`src/rtl/cal_pkg.sv`:
```
package cal_pkg;

  typedef enum logic [2:0] {
    ST_IDLE,
    ST_LOAD,
    ST_WAIT,
    ST_NEXT,
    ST_APPLY
  } cal_state_t;

  // Phase offset of lane idx in whole taps, rounded to nearest:
  // idx * (ui / steps) / tap
  function automatic int phase_taps(int idx, longint ui_fs, longint tap_fs, int steps);
    longint num;
    num = (2 * longint'(idx) * ui_fs) / longint'(steps) + tap_fs;
    return int'(num / (2 * tap_fs));
  endfunction

endpackage

```
`src/rtl/cal_miss_detect.sv`:
```
module cal_miss_detect #(
  parameter int BYTE_W   = 8,
  parameter int SETTLE_W = 8,
  parameter int MISS_RUN = 3
) (
  input  logic                clk,
  input  logic                rst,
  input  logic                arm,
  input  logic [SETTLE_W-1:0] settle_len,
  input  logic [BYTE_W-1:0]   cap,
  input  logic [BYTE_W-1:0]   ref_byte,
  output logic                vld,
  output logic                bad
);
  localparam int RUN_W = $clog2(MISS_RUN + 1);

  logic                active;
  logic [SETTLE_W-1:0] wait_cnt;
  logic [RUN_W-1:0]    run;

  always_ff @(posedge clk) begin
    if (rst) begin
      active   <= 1'b0;
      wait_cnt <= '0;
      run      <= '0;
      vld      <= 1'b0;
      bad      <= 1'b0;
    end else begin
      vld <= 1'b0;
      bad <= 1'b0;
      if (arm) begin
        active   <= 1'b1;
        wait_cnt <= settle_len;
        run      <= '0;
      end else if (active) begin
        if (wait_cnt != '0) begin
          wait_cnt <= wait_cnt - 1'b1;
        end else if (cap != ref_byte) begin
          if (run == RUN_W'(MISS_RUN - 1)) begin
            vld    <= 1'b1;
            bad    <= 1'b1;
            active <= 1'b0;
            run    <= '0;
          end else begin
            run <= run + 1'b1;
          end
        end else begin
          vld    <= 1'b1;
          active <= 1'b0;
          run    <= '0;
        end
      end
    end
  end
endmodule

```
`src/rtl/cal_min_find.sv`:
```
module cal_min_find #(
  parameter int N = 4,
  parameter int W = 6
) (
  input  logic [N*W-1:0] vals,
  output logic [W-1:0]   min_o
);
  always_comb begin
    min_o = vals[W-1:0];
    for (int i = 1; i < N; i++) begin
      if (vals[i*W +: W] < min_o) min_o = vals[i*W +: W];
    end
  end
endmodule

```
`src/rtl/cal_tap_compose.sv`:
```
module cal_tap_compose import cal_pkg::*; #(
  parameter int     N           = 4,
  parameter int     W           = 6,
  parameter int     MIN_USE     = 5,
  parameter int     PHASE_STEPS = 8,
  parameter longint UI_FS       = 3_200_000,
  parameter longint TAP_FS      = 78_125
) (
  input  logic [N*W-1:0] rec,
  input  logic [W-1:0]   min_tap,
  output logic [N*W-1:0] fin,
  output logic [N-1:0]   sat_o
);
  localparam int MAXV  = (1 << W) - 1;
  localparam int SUM_W = W + 10;

  for (genvar g = 0; g < N; g++) begin : g_lane
    localparam int OFF = phase_taps(g, UI_FS, TAP_FS, PHASE_STEPS);
    logic [SUM_W-1:0] sum;
    assign sum = SUM_W'(rec[g*W +: W]) - SUM_W'(min_tap)
               + SUM_W'(MIN_USE) + SUM_W'(OFF);
    assign sat_o[g]         = sum > SUM_W'(MAXV);
    assign fin[g*W +: W]    = sat_o[g] ? W'(MAXV) : sum[W-1:0];
  end
endmodule

```
`src/rtl/tap_skew_cal.sv`:
```
module tap_skew_cal import cal_pkg::*; #(
  parameter int     NUM_CH      = 4,
  parameter int     TAP_W       = 6,
  parameter int     BYTE_W      = 8,
  parameter int     SETTLE_W    = 8,
  parameter int     MISS_RUN    = 3,
  parameter int     MIN_USE     = 5,
  parameter int     PHASE_STEPS = 8,
  parameter longint UI_FS       = 3_200_000,
  parameter longint TAP_FS      = 78_125
) (
  input  logic                     clk,
  input  logic                     rst,
  input  logic                     start,
  input  logic [SETTLE_W-1:0]      settle_len,
  input  logic [BYTE_W-1:0]        ref_byte,
  input  logic [NUM_CH*BYTE_W-1:0] cap_bytes,
  output logic [NUM_CH*TAP_W-1:0]  tap_val,
  output logic [NUM_CH-1:0]        tap_load,
  output logic                     busy,
  output logic                     done,
  output logic [NUM_CH-1:0]        timeout_err,
  output logic [NUM_CH-1:0]        sat_err
);
  localparam int TAP_MAX = (1 << TAP_W) - 1;
  localparam int CH_W    = (NUM_CH > 1) ? $clog2(NUM_CH) : 1;

  cal_state_t               st;
  logic [CH_W-1:0]          ch;
  logic [TAP_W-1:0]         cur;
  logic [TAP_W-1:0]         taps_q [NUM_CH];
  logic [TAP_W-1:0]         rec_q  [NUM_CH];
  logic [NUM_CH*TAP_W-1:0]  rec_flat;
  logic [NUM_CH*TAP_W-1:0]  fin_flat;
  logic [TAP_W-1:0]         min_tap;
  logic [NUM_CH-1:0]        sat_vec;
  logic [BYTE_W-1:0]        cap_sel;
  logic                     arm;
  logic                     det_vld;
  logic                     det_bad;

  for (genvar g = 0; g < NUM_CH; g++) begin : g_flat
    assign rec_flat[g*TAP_W +: TAP_W] = rec_q[g];
    assign tap_val[g*TAP_W +: TAP_W]  = taps_q[g];
  end

  assign cap_sel = cap_bytes[ch*BYTE_W +: BYTE_W];
  assign arm     = (st == ST_LOAD);

  cal_miss_detect #(
    .BYTE_W  (BYTE_W),
    .SETTLE_W(SETTLE_W),
    .MISS_RUN(MISS_RUN)
  ) u_det (
    .clk       (clk),
    .rst       (rst),
    .arm       (arm),
    .settle_len(settle_len),
    .cap       (cap_sel),
    .ref_byte  (ref_byte),
    .vld       (det_vld),
    .bad       (det_bad)
  );

  cal_min_find #(.N(NUM_CH), .W(TAP_W)) u_min (
    .vals (rec_flat),
    .min_o(min_tap)
  );

  cal_tap_compose #(
    .N          (NUM_CH),
    .W          (TAP_W),
    .MIN_USE    (MIN_USE),
    .PHASE_STEPS(PHASE_STEPS),
    .UI_FS      (UI_FS),
    .TAP_FS     (TAP_FS)
  ) u_comp (
    .rec    (rec_flat),
    .min_tap(min_tap),
    .fin    (fin_flat),
    .sat_o  (sat_vec)
  );

  always_ff @(posedge clk) begin
    if (rst) begin
      st          <= ST_IDLE;
      ch          <= '0;
      cur         <= '0;
      busy        <= 1'b0;
      done        <= 1'b0;
      tap_load    <= '0;
      timeout_err <= '0;
      sat_err     <= '0;
      for (int i = 0; i < NUM_CH; i++) begin
        taps_q[i] <= '0;
        rec_q[i]  <= '0;
      end
    end else begin
      tap_load <= '0;
      case (st)
        ST_IDLE: begin
          if (start) begin
            busy        <= 1'b1;
            done        <= 1'b0;
            timeout_err <= '0;
            sat_err     <= '0;
            ch          <= '0;
            cur         <= '0;
            st          <= ST_LOAD;
          end
        end
        ST_LOAD: begin
          taps_q[ch]   <= cur;
          tap_load[ch] <= 1'b1;
          st           <= ST_WAIT;
        end
        ST_WAIT: begin
          if (det_vld) begin
            if (det_bad) begin
              rec_q[ch] <= cur;
              st        <= ST_NEXT;
            end else if (cur == TAP_W'(TAP_MAX)) begin
              rec_q[ch]       <= cur;
              timeout_err[ch] <= 1'b1;
              st              <= ST_NEXT;
            end else begin
              cur <= cur + 1'b1;
              st  <= ST_LOAD;
            end
          end
        end
        ST_NEXT: begin
          if (ch == CH_W'(NUM_CH - 1)) begin
            st <= ST_APPLY;
          end else begin
            ch  <= ch + 1'b1;
            cur <= '0;
            st  <= ST_LOAD;
          end
        end
        ST_APPLY: begin
          for (int i = 0; i < NUM_CH; i++) taps_q[i] <= fin_flat[i*TAP_W +: TAP_W];
          tap_load <= '1;
          sat_err  <= sat_vec;
          busy     <= 1'b0;
          done     <= 1'b1;
          st       <= ST_IDLE;
        end
        default: st <= ST_IDLE;
      endcase
    end
  end
endmodule

```
`config.mk`:
```
export PLATFORM = sky130hd
export DESIGN_NAME = tap_skew_cal
export DESIGN_NICKNAME = d
export VERILOG_FILES = /design/src/rtl/cal_pkg.sv /design/src/rtl/cal_miss_detect.sv /design/src/rtl/cal_min_find.sv /design/src/rtl/cal_tap_compose.sv /design/src/rtl/tap_skew_cal.sv
export SDC_FILE = /design/constraint.sdc
export NUM_CORES = 1
export LEC_CHECK = 0
export ABC_AREA = 0
export BUFFER_PORTS_ARGS = -buffer_cell sky130_fd_sc_hd__buf_2
export CAP_MARGIN = 20
export CELL_PAD_IN_SITES_DETAIL_PLACEMENT = 1
export CELL_PAD_IN_SITES_GLOBAL_PLACEMENT = 2
export CORE_ASPECT_RATIO = 0.8
export CORE_MARGIN = 2
export CORE_UTILIZATION = 39
export CTS_CLUSTER_SIZE = 10
export DETAILED_ROUTE_END_ITERATION = 7
export PLACE_DENSITY_LB_ADDON = 0.3
export SLEW_MARGIN = 30
export SYNTH_ARGS = -nofsm -noshare
export SYNTH_HDL_FRONTEND = slang
export SYNTH_SLANG_ARGS = --single-unit
```
`constraint.sdc`:
```
create_clock -name clk -period 14.1 [get_ports clk]
set_input_delay 1.41 -clock clk [delete_from_list [all_inputs] [get_ports clk]]
set_output_delay 1.41 -clock clk [all_outputs]
set_load 0.03 [all_outputs]
```
[Yosys cells after proc, flatten, opt, wreduce, memory -nomap -nowiden]
Memories as Yosys holds them, arrays and structs flattened.
Index checks and enable logic that the tools add are counted.
Storage, ports and cells
  output and inout port bits: 38
  input bits: 51
  RAM bits: 48
  memories: 2
  register bits: 38
Memories
  rec_q: depth 4, width 6, rd ports 4, clocked after Yosys merged registers in 0, wr ports 4, line tap_skew_cal.sv:32  | logic [TAP_W-1:0] rec_q [NUM_CH];
  taps_q: depth 4, width 6, rd ports 4, clocked after Yosys merged registers in 0, wr ports 4, line tap_skew_cal.sv:31  | logic [TAP_W-1:0] taps_q [NUM_CH];
Cells by class
  shift operators: 1
  bitwise operators: 9
  reductions and logical operators: 21
  $lt $le $gt $ge: 9
  add/sub/neg operators: 15
  multiplexer cells: 77
  eq/ne operators: 14
Operators by type and width (count)
  $mux 6: 19
  $add 16x3->16 const B: 5
  $gt 16x6->1 const B: 4
  $add 16x4->16 const B: 2
  $shiftx 32x6->8: 1
  $mux 1: 31
  $sub 6x6->7: 4
  $mux 8: 3
  $pmux 4 s2: 3
  $lt 6x6->1: 3
  $pmux 6 s3: 1
  $mux 2: 8
  $mux 4: 4
  $pmux 3 s4: 1
  $reduce_or 6->1: 2
  $ne 2x2->1 const B: 5
  $reduce_bool 2->1: 5
  $mux 3: 3
  $ne 8x8->1: 1
  $reduce_and 2->1: 4
  $reduce_bool 8->1: 1
  $sub 8x1->8 const B: 1
  $add 6x1->6 const B: 1
  $eq 3x2->1 const B: 2
  23 further kinds: 32

[Logic depth before layout (Yosys ltp)]
An unclocked memory read counts as a cell.
  depth in word-level cells: 13
  depth in mapped cells: 40

[Modules after synthesis]
From an unflattened synthesis, not the netlist that was laid out.
Second synthesis, totals
  cell total of the unflattened synthesis: 685
  area, all modules: 6642.6 µm²
Modules (own cells, without submodules)
  tap_skew_cal: instances 1, cells each 257, seq. area each 1941.9 µm², area an instance 3321.9 µm²
  cal_tap_compose: instances 1, cells each 252, seq. area each 0.0 µm², area an instance 1818.0 µm²
  cal_miss_detect: instances 1, cells each 91, seq. area each 260.2 µm², area an instance 788.3 µm²
  cal_min_find: instances 1, cells each 85, seq. area each 0.0 µm², area an instance 714.4 µm²

[Worst setup path before layout]
No wires, ideal clock.
  kind: register -> register
  start point: memory rec_q[1][5]
  end point: memory taps_q[1][0] (data pin)
  period minus slack after synthesis: 7.163 ns
  arrival time: 6.909 ns
  buffers on the path: 2
  setup time: 0.254 ns
  cell stages (with the launch flop): 37
  setup slack: 6.937 ns
  path through: edfxtp_1 > ha_1 > a21oi_1 > o21ai_1 > a21o_1 > buf_4 > mux2i_1 > ha_1 > a211oi_1 > nor2_1 > nor4_1 > o21ai_2 > nand2_1 > nor2_1 > a21oi_1 > ha_1 > a41oi_1 > o21ai_0 > a21oi_1 > and2_1 > clkbuf_1 > a21o_1 > ha_1 > inv_1 > fa_1 > a21oi_1 > nor2_1 > nor2_1 > xnor2_1 > o21ai_0 > nor3_1 > nand2_1 > ha_1 > nand2_1 > a2111oi_1 > a21oi_1 > a21o_1
RTL lines (line)
  start, declared: tap_skew_cal.sv:32
  end, declared: tap_skew_cal.sv:31

==> load_flow_metrics.sql <==
INSERT INTO impl_metrics (metric_group, metric, value, unit) VALUES
('timing', 'tightest_slew', '0.9551', 'ns'),
('drt', 'via_count', '4924', ''),
('timing', 'grt_setup_unrepaired', 'false', ''),
('drt', 'number_of_drc_violations_after_detailed_routing', '0', ''),
('power_and_ir_drop', 'share_clk_of_total_power', '28.8', '%'),
('synth', 'synth_top_cells_by_area', 'edfxtp_1 24%, dfxtp_1 13%, ha_1 12%', ''),
('clock_network', 'cts-htree-levels', '3', ''),
('critical_path', 'gate_family_responsible_for_the_most_delay_along_the_worst_path', 'compound AO/OA/AOI/OAI gates', ''),
('floorplan', 'effective_utilization_at_floorplan', '39.89', '%'),
('clock_network', 'clock_path_buffers', '2', ''),
('clock_network', 'cts_setup_buffers', '0', ''),
('synth', 'synth_seq_area_share', '36.64', '%'),
('power_and_ir_drop', 'power_report.internal_total', '564.6', 'uW'),
('synth', 'yosysTopAreaCell', 'edfxtp_1', ''),
('global_route', 'grt_pass1_wl', '27310', 'um'),
('clock_network', 'tritoncts_clock_tree', 'built', ''),
('synth', 'synth-seq-cells', '86', ''),
('synth', 'share_of_synthesized_registers_carrying_an_async_set_or_reset', '0', '%'),
('critical_path', 'crit_arrival', '8.32', 'ns'),
('global_route', 'first_global_vias', '4987', ''),
('floorplan', 'die_height', '115.0', 'um'),
('synth', 'total_nets_after_synthesis', '750', ''),
('drt', 'route.detailed.wl_per_inst', '18.55', 'um'),
('global_route', 'congestion_overflow_gr', '0', ''),
('finish', 'fillCellCount', '1746', ''),
('finish', 'drive_above_1_share', '18.79', '%'),
('timing', 'hold_slack_final', '0.4541', 'ns'),
('synth', 'area_share_of_fa_ha_maj_cells_after_synthesis', '13.82', '%'),
('synth', 'netlist_top_cells_count', '60 x ha_1, 58 x nor2_1, 50 x a21oi_1', ''),
('floorplan', 'design.portCount', '89', ''),
('timing', 'final.period_utilization', '58.27', '%'),
('drt', 'finalWirelength', '17130', 'um'),
('critical_path', 'end_kind', 'flip-flop', ''),
('placement', 'detailed_place_hpwl', '13510', 'um'),
('timing', 'period_needed', '8.216', 'ns'),
('synth', 'synthMuxAreaShare', '3.998', '%'),
('power_and_ir_drop', 'p_comb_share', '38.3', '%'),
('finish', 'area_delta_synth_final', '15.78', '%'),
('floorplan', 'die-area', '0.01642', 'mm2'),
('timing', 'maxSlewViolCount', '0', ''),
('synth', 'yosys_warnings', '0', ''),
('synth', 'yosys_top_cell_area_share', '23.99', '%'),
('global_route', 'antenna_found_initial', '0', ''),
('timing', 'setup_viol', '0', ''),
('power_and_ir_drop', 'switching_power', '323.1', 'uW'),
('power_and_ir_drop', 'power.sequential.fraction', '32.9', '%'),
('drt', 'number_of_iterations_in_the_first_detailed_routing_pass', '4', ''),
('power_and_ir_drop', 'switching_share', '36.40', '%'),
('clock_network', 'clk_pin_slew_worst_setup_hold_paths', '0.07', 'ns'),
('finish', 'num_antenna_cells', '0', ''),
('synth', 'postSynthAreaPerCell', '9.464', 'um2'),
('clock_network', 'cts_resized', '0', ''),
('power_and_ir_drop', 'peakVddDrop', '0.06988', 'mV'),
('critical_path', 'crit_cells', '32', ''),
('global_route', 'global_route.peak_usage_layer', 'met2', ''),
('synth', 'synth-compound-area-share', '16.91', '%'),
('global_route', 'grtUsageMet3', '3.873', '%'),
('drt', 'drt_iter0_drc', '202', ''),
('worst_hold_path', 'min_path_cells', '1', ''),
('critical_path', 'reg2regPathDepth', '32', ''),
('critical_path', 'critPathMaxFanout', '13', ''),
('finish', 'final_net_count', '823', ''),
('worst_hold_path', 'hold_crit_class', 'flip-flop to flip-flop', ''),
('synth', 'xor_xnor_fraction_of_synth_area', '6.392', '%'),
('critical_path', 'data_required_time_at_the_worst_endpoint', '14.20', 'ns'),
('timing', 'max_freq', '121.7', 'MHz'),
('placement', 'io_buffer_count', '88', ''),
('critical_path', 'setup.worst_path.class', 'flip-flop to flip-flop', ''),
('status', 'run_status', 'completed', ''),
('global_route', 'grt_max_degree', '37', ''),
('floorplan', 'fp.coreArea', '0.01506', 'mm2');
==> area by class of cell <==
cell class,instances,area [um2],share of cell area [%]
clock buffer,10,250.2,3.596
inverter,33,123.9,1.780
multi-input combinational,489,3601,51.75
tap,210,262.8,3.776
sequential,86,2202,31.65
timing repair buffer,89,447.9,6.438
clock inverter,6,70.07,1.007
==> sequential cells by signal, summed over array words and instances (netlist names), 3 cells and up <==
register        count
cur                 6
rec_q              24
sat_err             4
st                  3
tap_load            4
taps_q             24
timeout_err         4
u_det.wait_cnt      8
==> stage by stage <==
step	cell area [um2]	util, %	instances	setup slack (ns)	total power (uW)
2_1_floorplan	6010	-	635	6.937	550.1
3_3_place_gp	6619	43.94	907	6.002	620.1
3_5_place_dp	6625	43.98	907	5.686	635.5
4_1_cts	6945	46.10	923	5.666	893.5
5_1_grt	6958	46.19	923	5.061	949.9
6_report	6958	46.19	923	5.884	887.7
==> cell usage in the layout, fill, tap and decap left out, types with 25 or more instances in the layout <==
cell / netlist / final
xnor2_1: 25 / 25
a21o_1: 26 / 26
ha_1: 60 / 60
a21oi_1: 50 / 50
edfxtp_1: 48 / 48
inv_1: 33 / 33
nand2_1: 40 / 40
dfxtp_1: 38 / 38
buf_2: 1 / 88
nor2_1: 58 / 58
and2_1: 30 / 30
==> routing by layer <==
metal / vias up / part of all wire, % / wire length, um
li1: 2428 / - / -
met1: 2394 / 50 / 8492
met2: 85 / 45 / 7644
met3: 17 / 4.6 / 782
met4: 0 / 1.2 / 206
met5: - / 0 / 0
==> power groups by stage <==
stage | Combinational (uW) | Sequential (uW) | Clock (uW)
after global routing | 388 | 294 | 267
after floorplan | 251 | 299 | 0
after global placement | 323 | 297 | 0
after CTS | 341 | 292 | 260
final | 340 | 292 | 255
after detailed placement | 338 | 298 | 0
==> logic make-up after synthesis <==
| group | after synthesis |
|---|---|
| adder cells (fa/ha/maj) | 64 |
| buffers and inverters | 60 |
| flip-flops | 86 |
| multiplexers | 14 |
| AND/OR/NAND/NOR | 216 |
| AO/OA/AOI/OAI | 152 |
| XOR/XNOR | 43 |
==> worst register-to-register path: cells and delay by family (launching register included) <==
kind / cells / cell delay, ns
AOI/OAI and AO/OA: 13 / 3.06
muxes: 1 / 0.31
DFF: 1 / 0.44
and+or+nand+nor: 11 / 1.94
buffers and inverters: 1 / 0.29
xor gates and xnor gates: 1 / 0.22
adders and majority gates: 5 / 1.72
==> path summary, 6_finish.rpt <==
check	start	end	slack [ns]
hold / removal	sat_err[2]	sat_err[2]	0.45
hold reg to reg	sat_err[2]	sat_err[2]	0.45
setup reg to reg	rec_q[1][5]	taps_q[0][0]	5.88
setup / recovery	rec_q[1][5]	taps_q[0][0]	5.88
No activity file was read; power rests on OpenSTA's default activity.
